File: src/rtl/eepc_pkg.sv
package eepc_pkg;

   typedef enum logic [3:0] {
      ST_IDLE,
      ST_WR_WAIT,
      ST_WR_SETUP,
      ST_WR_PULSE,
      ST_WR_HOLD,
      ST_POLL_GAP,
      ST_RD_PRE,
      ST_RD_PULSE,
      ST_RD_POST
   } seq_state_t;

   typedef struct packed {
      logic ce_n;
      logic oe_n;
      logic we_n;
      logic dq_oe;
   } bus_ctl_t;

   localparam bus_ctl_t BUS_IDLE = '{ce_n: 1'b1, oe_n: 1'b1, we_n: 1'b1, dq_oe: 1'b0};

   // Round up so a converted delay is never shorter than asked for.
   function automatic longint unsigned us_to_cycles(longint unsigned clk_hz,
                                                    longint unsigned us);
      return (clk_hz * us + 64'd999_999) / 64'd1_000_000;
   endfunction

   // Strobe levels that belong to each sequencer state.
   function automatic bus_ctl_t ctl_for(seq_state_t s);
      bus_ctl_t c;
      c = BUS_IDLE;
      case (s)
         ST_WR_SETUP, ST_WR_HOLD, ST_RD_PRE, ST_RD_POST: c.ce_n = 1'b0;
         ST_WR_PULSE: begin
            c.ce_n  = 1'b0;
            c.we_n  = 1'b0;
            c.dq_oe = 1'b1;
         end
         ST_RD_PULSE: begin
            c.ce_n = 1'b0;
            c.oe_n = 1'b0;
         end
         default: c = BUS_IDLE;
      endcase
      return c;
   endfunction

endpackage

File: src/rtl/eepc_delay_gate.sv
module eepc_delay_gate #(
   parameter longint unsigned LIMIT = 100,
   localparam int unsigned    CNT_W = $clog2(LIMIT + 2)
) (
   input  logic clk,
   input  logic rst_n,
   output logic reached
);

   logic [CNT_W-1:0] cnt_q;

   assign reached = (cnt_q >= CNT_W'(LIMIT));

   always_ff @(posedge clk) begin
      if (!rst_n)
         cnt_q <= '0;
      else if (!reached)
         cnt_q <= cnt_q + CNT_W'(1);
   end

   // Once open, the gate stays open until the next reset.
   p_gate_holds_r2: assert property (@(posedge clk) disable iff (!rst_n)
      reached |=> reached);

endmodule

File: src/rtl/eepc_powerup.sv
module eepc_powerup #(
   parameter longint unsigned RD_CYC = 100,
   parameter longint unsigned WR_CYC = 5000
) (
   input  logic clk,
   input  logic rst_n,
   output logic rd_ok,
   output logic wr_ok
);

   logic [1:0] ok_vec;

   for (genvar g = 0; g < 2; g++) begin : g_gate
      localparam longint unsigned LIM = (g == 0) ? RD_CYC : WR_CYC;
      eepc_delay_gate #(.LIMIT(LIM)) u_gate (
         .clk     (clk),
         .rst_n   (rst_n),
         .reached (ok_vec[g])
      );
   end

   assign rd_ok = ok_vec[0];
   assign wr_ok = ok_vec[1];

   if (WR_CYC >= RD_CYC) begin : g_order_chk
      p_write_after_read_r2: assert property (@(posedge clk) disable iff (!rst_n)
         wr_ok |-> rd_ok);
   end

endmodule

File: src/rtl/eepc_page_check.sv
module eepc_page_check #(
   parameter int unsigned  PAGE_BYTES = 128,
   localparam int unsigned OFF_W      = $clog2(PAGE_BYTES),
   localparam int unsigned LEN_W      = OFF_W + 1
) (
   input  logic [OFF_W-1:0] start_ofs,
   input  logic [LEN_W-1:0] len,
   output logic             fits
);

   if ((1 << OFF_W) != PAGE_BYTES) begin : g_bad_page
      $error("PAGE_BYTES must be a power of two");
   end

   logic [LEN_W:0] end_ofs;

   assign end_ofs = (LEN_W+1)'(start_ofs) + (LEN_W+1)'(len);
   assign fits    = (len != '0)
                 && (len <= LEN_W'(PAGE_BYTES))
                 && (end_ofs <= (LEN_W+1)'(PAGE_BYTES));

   always_comb begin
      if (fits)
         p_fit_bound_r6: assert (end_ofs > (LEN_W+1)'(start_ofs));
   end

endmodule

File: src/rtl/eepc_seq.sv
module eepc_seq
   import eepc_pkg::*;
#(
   parameter int unsigned     ADDR_W       = 15,
   parameter int unsigned     DATA_W       = 8,
   parameter int unsigned     PAGE_BYTES   = 128,
   parameter int unsigned     STROBE_CYC   = 13,
   parameter int unsigned     POLL_GAP_CYC = 4,
   parameter longint unsigned TMO_CYC      = 1_250_000,
   parameter int unsigned     STATUS_BIT   = 6,
   localparam int unsigned    OFF_W        = $clog2(PAGE_BYTES),
   localparam int unsigned    LEN_W        = OFF_W + 1,
   localparam int unsigned    MAX_CNT      = (STROBE_CYC > POLL_GAP_CYC) ? STROBE_CYC : POLL_GAP_CYC,
   localparam int unsigned    CNT_W        = $clog2(MAX_CNT + 1),
   localparam int unsigned    TMO_W        = $clog2(TMO_CYC + 1)
) (
   input  logic              clk,
   input  logic              rst_n,
   input  logic              rd_ok,
   input  logic              wr_ok,
   input  logic              page_ok,
   input  logic              cmd_valid,
   output logic              cmd_ready,
   input  logic              cmd_write,
   input  logic [ADDR_W-1:0] cmd_addr,
   input  logic [LEN_W-1:0]  cmd_len,
   input  logic              wdata_valid,
   output logic              wdata_ready,
   input  logic [DATA_W-1:0] wdata,
   output logic              rd_valid,
   output logic [DATA_W-1:0] rd_data,
   output logic              done,
   output logic              err_page,
   output logic              err_timeout,
   output logic [ADDR_W-1:0] mem_addr,
   output logic              mem_ce_n,
   output logic              mem_oe_n,
   output logic              mem_we_n,
   output logic [DATA_W-1:0] mem_dq_out,
   output logic              mem_dq_oe,
   input  logic [DATA_W-1:0] mem_dq_in
);

   localparam logic [CNT_W-1:0] STROBE_LAST = CNT_W'(STROBE_CYC - 1);
   localparam logic [CNT_W-1:0] GAP_LAST    = CNT_W'(POLL_GAP_CYC - 1);
   localparam logic [TMO_W-1:0] TMO_LAST    = TMO_W'(TMO_CYC - 1);

   seq_state_t        state_q, state_d;
   logic [ADDR_W-1:0] addr_q, addr_d;
   logic [LEN_W-1:0]  rem_q, rem_d;
   logic [DATA_W-1:0] byte_q, byte_d;
   logic [DATA_W-1:0] rdat_q, rdat_d;
   logic [CNT_W-1:0]  cnt_q, cnt_d;
   logic [TMO_W-1:0]  tmo_q, tmo_d;
   logic              poll_q, poll_d;
   logic              prev_q, prev_d;
   logic              have_q, have_d;
   logic              rdv_q, rdv_d;
   logic              done_q, done_d;
   logic              epg_q, epg_d;
   logic              etm_q, etm_d;
   bus_ctl_t          ctl_q;
   logic              in_poll;

   assign cmd_ready   = (state_q == ST_IDLE) && (cmd_write ? wr_ok : rd_ok);
   assign wdata_ready = (state_q == ST_WR_WAIT);
   assign in_poll     = poll_q && (state_q inside {ST_POLL_GAP, ST_RD_PRE, ST_RD_PULSE, ST_RD_POST});

   always_comb begin
      state_d = state_q;
      addr_d  = addr_q;
      rem_d   = rem_q;
      byte_d  = byte_q;
      rdat_d  = rdat_q;
      cnt_d   = cnt_q;
      tmo_d   = tmo_q;
      poll_d  = poll_q;
      prev_d  = prev_q;
      have_d  = have_q;
      rdv_d   = 1'b0;
      done_d  = 1'b0;
      epg_d   = 1'b0;
      etm_d   = 1'b0;
      case (state_q)
         ST_IDLE: begin
            if (cmd_valid && cmd_ready) begin
               addr_d = cmd_addr;
               poll_d = 1'b0;
               if (!cmd_write) begin
                  state_d = ST_RD_PRE;
               end else if (page_ok) begin
                  rem_d   = cmd_len;
                  state_d = ST_WR_WAIT;
               end else begin
                  epg_d = 1'b1;
               end
            end
         end
         ST_WR_WAIT: begin
            if (wdata_valid) begin
               byte_d  = wdata;
               state_d = ST_WR_SETUP;
            end
         end
         ST_WR_SETUP: begin
            cnt_d   = '0;
            state_d = ST_WR_PULSE;
         end
         ST_WR_PULSE: begin
            if (cnt_q == STROBE_LAST) state_d = ST_WR_HOLD;
            else                      cnt_d   = cnt_q + CNT_W'(1);
         end
         ST_WR_HOLD: begin
            if (rem_q == LEN_W'(1)) begin
               poll_d  = 1'b1;
               have_d  = 1'b0;
               tmo_d   = '0;
               cnt_d   = '0;
               state_d = ST_POLL_GAP;
            end else begin
               rem_d   = rem_q - LEN_W'(1);
               addr_d  = addr_q + ADDR_W'(1);
               state_d = ST_WR_WAIT;
            end
         end
         ST_POLL_GAP: begin
            if (cnt_q == GAP_LAST) state_d = ST_RD_PRE;
            else                   cnt_d   = cnt_q + CNT_W'(1);
         end
         ST_RD_PRE: begin
            cnt_d   = '0;
            state_d = ST_RD_PULSE;
         end
         ST_RD_PULSE: begin
            if (cnt_q == STROBE_LAST) begin
               rdat_d  = mem_dq_in;
               rdv_d   = !poll_q;
               state_d = ST_RD_POST;
            end else begin
               cnt_d = cnt_q + CNT_W'(1);
            end
         end
         ST_RD_POST: begin
            if (!poll_q) begin
               state_d = ST_IDLE;
            end else if (have_q && (prev_q == rdat_q[STATUS_BIT])) begin
               done_d  = 1'b1;
               poll_d  = 1'b0;
               state_d = ST_IDLE;
            end else begin
               prev_d  = rdat_q[STATUS_BIT];
               have_d  = 1'b1;
               cnt_d   = '0;
               state_d = ST_POLL_GAP;
            end
         end
         default: state_d = ST_IDLE;
      endcase
      // Polling window: give up and release the bus once it expires.
      if (in_poll) begin
         if (tmo_q == TMO_LAST) begin
            etm_d   = 1'b1;
            done_d  = 1'b0;
            poll_d  = 1'b0;
            state_d = ST_IDLE;
         end else begin
            tmo_d = tmo_q + TMO_W'(1);
         end
      end
   end

   always_ff @(posedge clk) begin
      if (!rst_n) begin
         state_q <= ST_IDLE;
         addr_q  <= '0;
         rem_q   <= '0;
         byte_q  <= '0;
         rdat_q  <= '0;
         cnt_q   <= '0;
         tmo_q   <= '0;
         poll_q  <= 1'b0;
         prev_q  <= 1'b0;
         have_q  <= 1'b0;
         rdv_q   <= 1'b0;
         done_q  <= 1'b0;
         epg_q   <= 1'b0;
         etm_q   <= 1'b0;
         ctl_q   <= BUS_IDLE;
      end else begin
         state_q <= state_d;
         addr_q  <= addr_d;
         rem_q   <= rem_d;
         byte_q  <= byte_d;
         rdat_q  <= rdat_d;
         cnt_q   <= cnt_d;
         tmo_q   <= tmo_d;
         poll_q  <= poll_d;
         prev_q  <= prev_d;
         have_q  <= have_d;
         rdv_q   <= rdv_d;
         done_q  <= done_d;
         epg_q   <= epg_d;
         etm_q   <= etm_d;
         ctl_q   <= ctl_for(state_d);
      end
   end

   assign rd_valid    = rdv_q;
   assign rd_data     = rdat_q;
   assign done        = done_q;
   assign err_page    = epg_q;
   assign err_timeout = etm_q;
   assign mem_addr    = addr_q;
   assign mem_ce_n    = ctl_q.ce_n;
   assign mem_oe_n    = ctl_q.oe_n;
   assign mem_we_n    = ctl_q.we_n;
   assign mem_dq_oe   = ctl_q.dq_oe;
   assign mem_dq_out  = byte_q;

   p_read_data_from_pulse_r3: assert property (@(posedge clk) disable iff (!rst_n)
      rd_valid |-> ($past(!mem_oe_n) && mem_dq_oe == 1'b0));

   p_write_phase_r4: assert property (@(posedge clk) disable iff (!rst_n)
      !mem_we_n |-> (!mem_ce_n && mem_oe_n && mem_dq_oe));

   p_drive_only_in_write_r4: assert property (@(posedge clk) disable iff (!rst_n)
      mem_dq_oe |-> !mem_we_n);

   p_gap_before_read_r5: assert property (@(posedge clk) disable iff (!rst_n)
      $fell(mem_oe_n) |-> !$past(mem_dq_oe));

   p_gap_after_read_r5: assert property (@(posedge clk) disable iff (!rst_n)
      $rose(mem_oe_n) |-> (!mem_dq_oe && mem_we_n));

   p_refused_no_bus_r6: assert property (@(posedge clk) disable iff (!rst_n)
      (cmd_valid && cmd_ready && cmd_write && !page_ok) |=> (err_page && mem_ce_n));

   p_page_stable_r7: assert property (@(posedge clk) disable iff (!rst_n)
      (state_q != ST_IDLE && $past(state_q) != ST_IDLE)
         |-> $stable(addr_q[ADDR_W-1:OFF_W]));

   p_done_after_read_r8: assert property (@(posedge clk) disable iff (!rst_n)
      done |-> ($past(state_q) == ST_RD_POST && mem_oe_n));

   p_timeout_release_r9: assert property (@(posedge clk) disable iff (!rst_n)
      err_timeout |-> (mem_ce_n && !mem_dq_oe && state_q == ST_IDLE));

   p_strobes_exclusive_r10: assert property (@(posedge clk) disable iff (!rst_n)
      !(!mem_oe_n && !mem_we_n));

   p_inhibit_when_deselected_r11: assert property (@(posedge clk) disable iff (!rst_n)
      mem_ce_n |-> (mem_oe_n && mem_we_n));

   p_one_result_r8: assert property (@(posedge clk) disable iff (!rst_n)
      $onehot0({rd_valid, done, err_page, err_timeout}));

endmodule

File: src/rtl/eeprom_page_ctrl.sv
module eeprom_page_ctrl
   import eepc_pkg::*;
#(
   parameter longint unsigned CLK_HZ       = 125_000_000,
   parameter longint unsigned PU_READ_US   = 100,
   parameter longint unsigned PU_WRITE_US  = 5000,
   parameter longint unsigned TIMEOUT_US   = 10_000,
   parameter int unsigned     STROBE_CYC   = 13,
   parameter int unsigned     POLL_GAP_CYC = 4,
   parameter int unsigned     ADDR_W       = 15,
   parameter int unsigned     DATA_W       = 8,
   parameter int unsigned     PAGE_BYTES   = 128,
   parameter int unsigned     STATUS_BIT   = 6,
   localparam int unsigned    OFF_W        = $clog2(PAGE_BYTES),
   localparam int unsigned    LEN_W        = OFF_W + 1,
   localparam longint unsigned PU_RD_CYC   = us_to_cycles(CLK_HZ, PU_READ_US),
   localparam longint unsigned PU_WR_CYC   = us_to_cycles(CLK_HZ, PU_WRITE_US),
   localparam longint unsigned TMO_CYC     = us_to_cycles(CLK_HZ, TIMEOUT_US)
) (
   input  logic              clk,
   input  logic              rst_n,
   input  logic              cmd_valid,
   output logic              cmd_ready,
   input  logic              cmd_write,
   input  logic [ADDR_W-1:0] cmd_addr,
   input  logic [LEN_W-1:0]  cmd_len,
   input  logic              wdata_valid,
   output logic              wdata_ready,
   input  logic [DATA_W-1:0] wdata,
   output logic              rd_valid,
   output logic [DATA_W-1:0] rd_data,
   output logic              done,
   output logic              err_page,
   output logic              err_timeout,
   output logic [ADDR_W-1:0] mem_addr,
   output logic              mem_ce_n,
   output logic              mem_oe_n,
   output logic              mem_we_n,
   output logic [DATA_W-1:0] mem_dq_out,
   output logic              mem_dq_oe,
   input  logic [DATA_W-1:0] mem_dq_in
);

   if (STROBE_CYC < 1 || POLL_GAP_CYC < 1) begin : g_bad_cyc
      $error("STROBE_CYC and POLL_GAP_CYC must be at least 1");
   end
   if (STATUS_BIT >= DATA_W) begin : g_bad_bit
      $error("STATUS_BIT must lie inside the data width");
   end
   if (OFF_W >= ADDR_W) begin : g_bad_addr
      $error("page must be smaller than the address space");
   end
   if (TMO_CYC < 2) begin : g_bad_tmo
      $error("timeout must cover at least two cycles");
   end

   logic rd_ok, wr_ok, page_ok;

   eepc_powerup #(
      .RD_CYC (PU_RD_CYC),
      .WR_CYC (PU_WR_CYC)
   ) u_powerup (
      .clk   (clk),
      .rst_n (rst_n),
      .rd_ok (rd_ok),
      .wr_ok (wr_ok)
   );

   eepc_page_check #(
      .PAGE_BYTES (PAGE_BYTES)
   ) u_page_check (
      .start_ofs (cmd_addr[OFF_W-1:0]),
      .len       (cmd_len),
      .fits      (page_ok)
   );

   eepc_seq #(
      .ADDR_W       (ADDR_W),
      .DATA_W       (DATA_W),
      .PAGE_BYTES   (PAGE_BYTES),
      .STROBE_CYC   (STROBE_CYC),
      .POLL_GAP_CYC (POLL_GAP_CYC),
      .TMO_CYC      (TMO_CYC),
      .STATUS_BIT   (STATUS_BIT)
   ) u_seq (
      .clk         (clk),
      .rst_n       (rst_n),
      .rd_ok       (rd_ok),
      .wr_ok       (wr_ok),
      .page_ok     (page_ok),
      .cmd_valid   (cmd_valid),
      .cmd_ready   (cmd_ready),
      .cmd_write   (cmd_write),
      .cmd_addr    (cmd_addr),
      .cmd_len     (cmd_len),
      .wdata_valid (wdata_valid),
      .wdata_ready (wdata_ready),
      .wdata       (wdata),
      .rd_valid    (rd_valid),
      .rd_data     (rd_data),
      .done        (done),
      .err_page    (err_page),
      .err_timeout (err_timeout),
      .mem_addr    (mem_addr),
      .mem_ce_n    (mem_ce_n),
      .mem_oe_n    (mem_oe_n),
      .mem_we_n    (mem_we_n),
      .mem_dq_out  (mem_dq_out),
      .mem_dq_oe   (mem_dq_oe),
      .mem_dq_in   (mem_dq_in)
   );

endmodule

File: config.mk
export PLATFORM = sky130hd
export DESIGN_NAME = eeprom_page_ctrl
export DESIGN_NICKNAME = d
export VERILOG_FILES = /design/src/rtl/eepc_pkg.sv /design/src/rtl/eepc_delay_gate.sv /design/src/rtl/eepc_powerup.sv /design/src/rtl/eepc_page_check.sv /design/src/rtl/eepc_seq.sv /design/src/rtl/eeprom_page_ctrl.sv
export SDC_FILE = /design/constraint.sdc
export NUM_CORES = 1
export LEC_CHECK = 0
export ABC_AREA = 1
export BUFFER_PORTS_ARGS = -buffer_cell sky130_fd_sc_hd__buf_2
export CORE_UTILIZATION = 45
export CTS_CLUSTER_DIAMETER = 100
export DETAILED_ROUTE_END_ITERATION = 7
export PLACE_DENSITY_LB_ADDON = 0.05
export SLEW_MARGIN = 10
export SYNTH_ARGS = -nofsm -noshare
export SYNTH_HDL_FRONTEND = slang
export SYNTH_SLANG_ARGS = --single-unit
export TNS_END_PERCENT = 100
File: constraint.sdc
create_clock -name clk -period 5.1 [get_ports clk]
set_input_delay 0.51 -clock clk [delete_from_list [all_inputs] [get_ports clk]]
set_output_delay 0.51 -clock clk [all_outputs]
set_load 0.02 [all_outputs]
# Word-level counts from Yosys, hierarchy flattened
# Index checks and enable logic that the tools add are counted.
[op_classes]
n_bitwise = 1
n_eq_ne = 28
n_addsub = 7
muxes = 53
magnitude_cmp = 4
n_reduce_logical = 26
[op_table]
columns = ["operator", "count"]
rows = [
  ["$mux W21", 4],
  ["$mux W4", 15],
  ["$pmux W4 S9", 1],
  ["$mux W8", 4],
  ["$mux W15", 2],
  ["$pmux W15 S2", 1],
  ["$eq A4 B3 Y1 const B", 7],
  ["$add A21 B1 Y21 const B", 1],
  ["$eq A21 B21 Y1 const B", 1],
  ["$add A20 B1 Y20 const B", 1],
  ["$eq A4 B2 Y1 const B", 5],
  ["$ge A20 B20 Y1 const B", 1],
  ["$pmux W4 S5", 1],
  ["$mux W1", 19],
  ["$pmux W8 S2", 1],
  ["$add A15 B1 Y15 const B", 1],
  ["$add A14 B1 Y14 const B", 1],
  ["$ge A14 B14 Y1 const B", 1],
  ["$ne A2 B2 Y1 const B", 7],
  ["$eq A4 B4 Y1 const B", 3],
  ["$add A7 B8 Y9", 1],
  ["$le A9 B8 Y1 const B", 1],
  ["$reduce_and A3 Y1", 3],
  ["$eq A8 B1 Y1 const B", 1],
  ["other kinds (24)", 36],
]
[word_totals]
ff_bits = 113
word_cells = 139
input_bits = 44
output_inout_bits = 41

# Longest topological paths before layout
[depth]
word_depth = 12
mapped_depth = 19
ltp_nobuf = 19

# Hierarchy
# From an unflattened synthesis, not the netlist that was laid out.
[unflattened]
cells_unflattened = 1145
area_unflattened_um2 = 7459.7
[modules_own_cells]
columns = ["module", "n_inst", "cells_each", "seq_area_each_um2", "area_per_inst_um2"]
rows = [
  ["eepc_seq", 1, 703, 1581.5, 4658.2],
  ["eepc_delay_gate (u_powerup.g_gate[1].u_gate)", 1, 231, 400.4, 1455.1],
  ["eepc_delay_gate (u_powerup.g_gate[0].u_gate)", 1, 134, 280.3, 917.1],
  ["eepc_page_check", 1, 77, 0.0, 429.2],
]

# Worst setup path after synthesis
# No wires, ideal clock.
[synth_timing]
path_type = "input port to flip-flop"
start = "input port cmd_addr[0]"
end = "register u_seq.rem_q[5]"
stages = 15
setup_slack_ps = 2657
n_path_buf = 0
setup_ps = 113
required_time_ps = 4987
t_arrival_ps = 2330
cell_sequence = "ha_1 fa_1 or2_2 nor2_1 nand3_1 nor2_1 nand3_1 nand2_1 nand2_1 o21ai_2 nand2_2 clkinv_2 nand2_1 nand2_1 nor2_1"
[synth_between]
elab_chain_cells = 5
[synth_lines]
columns = ["item", "line_no", "source"]
rows = [
  ["from (decl)", "eeprom_page_ctrl.sv:25", "input logic [ADDR_W-1:0] cmd_addr,"],
  ["$add A7 B8 Y9", "eepc_page_check.sv:17", "assign end_ofs = (LEN_W+1)'(start_ofs) + (LEN_W+1)'(len);"],
  ["$le A9 B8 Y1", "eepc_page_check.sv:20", "&& (end_ofs <= (LEN_W+1)'(PAGE_BYTES));"],
  ["$logic_and A1 B1 Y1", "eepc_page_check.sv:20", ""],
  ["$ne A2 B2 Y1 (no source line)", "-", ""],
  ["$reduce_and A5 Y1 (no source line)", "-", ""],
  ["to (signal assigned)", "eepc_seq.sv:192", "rem_q <= rem_d;"],
  ["to (decl)", "eepc_seq.sv:50", "logic [LEN_W-1:0] rem_q, rem_d;"],
]
# Every way passes these cells.
# A chain may end at the register's enable or synchronous reset.

# Worst setup path in the final report
[layout_timing]
start = "register u_seq.state_q[2]"
end = "register u_seq.rem_q[5]"
[layout_between]
elab_chain_cells = 5
elab_cells_between_ends = 11
classes_between = "eq/ne (5); mux (1); reduce/logical (5)"
[layout_lines]
columns = ["item", "line_no", "source"]
rows = [
  ["from (decl)", "eepc_seq.sv:48", "seq_state_t state_q, state_d;"],
  ["from (signal assigned)", "eepc_seq.sv:190", "state_q <= state_d;"],
  ["$logic_not A4 Y1", "eepc_seq.sv:65, eepc_seq.sv:84", ""],
  ["$logic_and A1 B1 Y1", "eepc_seq.sv:65", "assign cmd_ready = (state_q == ST_IDLE) && (cmd_write ? wr_ok : rd_ok);"],
  ["$logic_and A1 B1 Y1", "eepc_seq.sv:86", "if (cmd_valid && cmd_ready) begin"],
  ["$ne A2 B2 Y1 (no source line)", "-", ""],
  ["$reduce_and A5 Y1 (no source line)", "-", ""],
]
# Parallel ways exist; a longest one is shown, timed or not.

==> flow_summary.ini <==
[status]
status = complete, no violations

[sta]
fin_skew_ns = 0.005253
finalSetupTns_ns = 0
fmax_mhz = 394.1
hold_viol = 0
worst_pin_slew_ns = 0.5968
setup_viol = 0
maxSlewHeadroom_pct = 59.96
min_period_ns = 2.537
rsz0062_at_grt = false
layout_worst_path_cycle_share_pct = 49.75
finalMaxSlewViolations = 0

[worst_setup_path]
crit_path_max_fanout = 31
start_kind = flip-flop
end_kind = flip-flop
arrival_ns = 2.84
rrSetupSlack_ns = 2.56
required_ns = 5.40
worstSetupPathType = reg -> reg

[clock_network]
post_cts_resized = 0
htree_levels = 4
cts.sinks = 113
clkSlewWorstSetupHoldPaths_ns = 0.05
cts_setup_buffers = 0
cts_hold_buf = 0
cts_tree = built
cts-buffers-inserted = 17
clk_latency_ns = 0.41
cts_root_buf = clkbuf_16
clk_path_buf_depth = 2

[global_route]
grt_busiest_layer = met2
grt_pass1_vias = 5472
grt_use_met3_pct = 4.494
grtUsageTotal_pct = 21.44
grt_max_degree = 53
use_met2_pct = 35.12
grtUsageMet1_pct = 27.65
grt_pass1_wl_um = 25260
overflow = 0
grt_antenna_before_repair = 0

[synth]
yosys-top-cells-area = dfxtp_1, nand2_1, inv_1
synthArstFlopShare_pct = 0
synth-edff-count = 0
yosysTopAreaCell = dfxtp_1
synth_most_common_cell = nand2_1
netlist_area_um2 = 6431
syn_nets = 997
synth_top_area_share_pct = 35.18
avgSynthCellArea_um2 = 6.878
ys_top_cells_by_count = nand2_1, inv_1, dfxtp_1, nor2_1, o21ai_0
yosys_warnings = 0
synth_cell_types = 53
ys_ff_latch = 113
syn_inst = 935
synth_flop_cell = dfxtp_1
ys_seq_area_share_pct = 35.18

[routing]
wl_per_cell_um = 12.39
firstDrtPassIters = 5
vias = 6068
first_iter_violations = 387
drc = 0
avgViaCountPerCell = 5.002
antenna_left = 0
routed_wl_um = 15030

[floorplanning]
die_area_um2 = 14770
fp.coreArea_um2 = 13930
ios = 85
fp.dieH_um = 121.5
start_util_pct = 46.15
rows = 43
dieWidth_um = 121.5

[min_path]
min_path_type = in -> reg

[placement]
io_buffer_count = 84
dp_hpwl_um = 10880
gp_congestion = 0.8669

[power_and_ir_drop]
p_per_area_nw_per_um2 = 306.9
ir_worst_vdd_uv = 225.0
power.leakage_nw = 3.274

[finish]
post-route-util_pct = 54.19
syn_to_final_growth_pct = 17.41
nets = 1082
drive_gt1_share_pct = 16.84
num_antenna_cells = 0

[flow_run]
drv_cap = 0
[cell usage in the layout (no fill, tap or decap), types with 5 or more instances in the layout]
master and n:
nand2_1 199, inv_1 121, dfxtp_1 113, nor2_1 104
buf_2 84, o21ai_0 70, a21oi_1 67, nand3_1 58
nor3_1 23, ha_1 17, clkbuf_16 17, xor2_1 13
nand4_1 12, a31oi_1 10, nor4_1 8, nand2_4 7
nor2_2 7, a211oi_1 7, inv_2 6, clkinv_2 6
o21ai_2 6, nand2_2 5, nand3_2 5, nor2_4 5
o211ai_1 5, clkbuf_8 5, clkbuf_1 5
[worst max-delay path: stages (launching register included)]
cell	delay, ns
dfxtp_1	0.43
inv_2	0.11
nor2_4	0.17
nand2_4	0.19
inv_2	0.48
o21ai_2	0.26
nand2_4	0.32
nand2_2	0.15
clkinv_2	0.15
nand2_1	0.06
nand2_1	0.05
nor2_1	0.04
[kinds of logic after synthesis]
logic type	synth area share, %
and+or+nand+nor	33.62
AOI/OAI and AO/OA	16.34
buffers and inverters	9.339
DFF	35.18
adders and majority gates	3.619
xor gates and xnor gates	1.907
[layer usage]
layer,up-vias,part of all wire [%]
met5,-,0
met4,0,1.4
met1,2719,49
met2,75,46
li1,3255,-
met3,19,2.8
[registers in the layout (all words and copies together), names as in the netlist]
| signal | count |
|---|---|
| u_seq.state_q | 4 |
| u_seq.rd_valid | 1 |
| u_seq.err_timeout | 1 |
| u_seq.mem_ce_n | 1 |
| u_seq.poll_q | 1 |
| u_seq.mem_dq_oe | 1 |
| u_seq.mem_dq_out | 8 |
| u_seq.mem_addr | 15 |
| u_seq.cnt_q | 4 |
| u_powerup.g_gate.u_gate.cnt_q | 34 |
| u_seq.rd_data | 8 |
| u_seq.prev_q | 1 |
| u_seq.tmo_q | 21 |
| u_seq.done | 1 |
| u_seq.err_page | 1 |
| u_seq.have_q | 1 |
| u_seq.mem_oe_n | 1 |
| u_seq.rem_q | 8 |
| u_seq.mem_we_n | 1 |
[where the power goes]
group	internal, mW	switching, mW
clock network	0.731	0.393
logic	0.0902	0.167
registers	0.910	0.0269
total	1.73	0.587
[area by class of cell]
class | instances | area [um^2]
inverters | 131 | 496.7
repair buffers | 86 | 435.4
clock buffers | 27 | 513.0
fillers | 1397 | 6384
multi-input cells | 671 | 3568
well taps | 180 | 225.2
clock inverters | 5 | 50.05
flip-flops and latches | 113 | 2262
[worst paths after layout]
check | from | to | depth (start not counted)
min | wdata[5] | u_seq.mem_dq_out[5] | 3
max | u_seq.state_q[2] | u_seq.rem_q[5] | 11
max reg2reg | u_seq.state_q[2] | u_seq.rem_q[5] | 11
min reg2reg | u_seq.mem_dq_out[5] | u_seq.mem_dq_out[5] | 2
[metrics by stage]
step / setup slack [ns] / power [mW] / hold WS, ns / std cells / area [um^2]
4_1_cts: 2.562 / 2.342 / 0.3239 / 1213 / 7551
5_1_grt: 2.340 / 2.417 / 0.3413 / 1213 / 7551
2_1_floorplan: 2.657 / 1.137 / 0.4367 / 935 / 6431
3_5_place_dp: 2.220 / 1.212 / 0.4562 / 1181 / 6988
3_3_place_gp: 2.255 / 1.213 / 0.4495 / 1181 / 6988
6_report: 2.563 / 2.317 / 0.3466 / 1213 / 7551
Power figures use the tool's default switching activity.
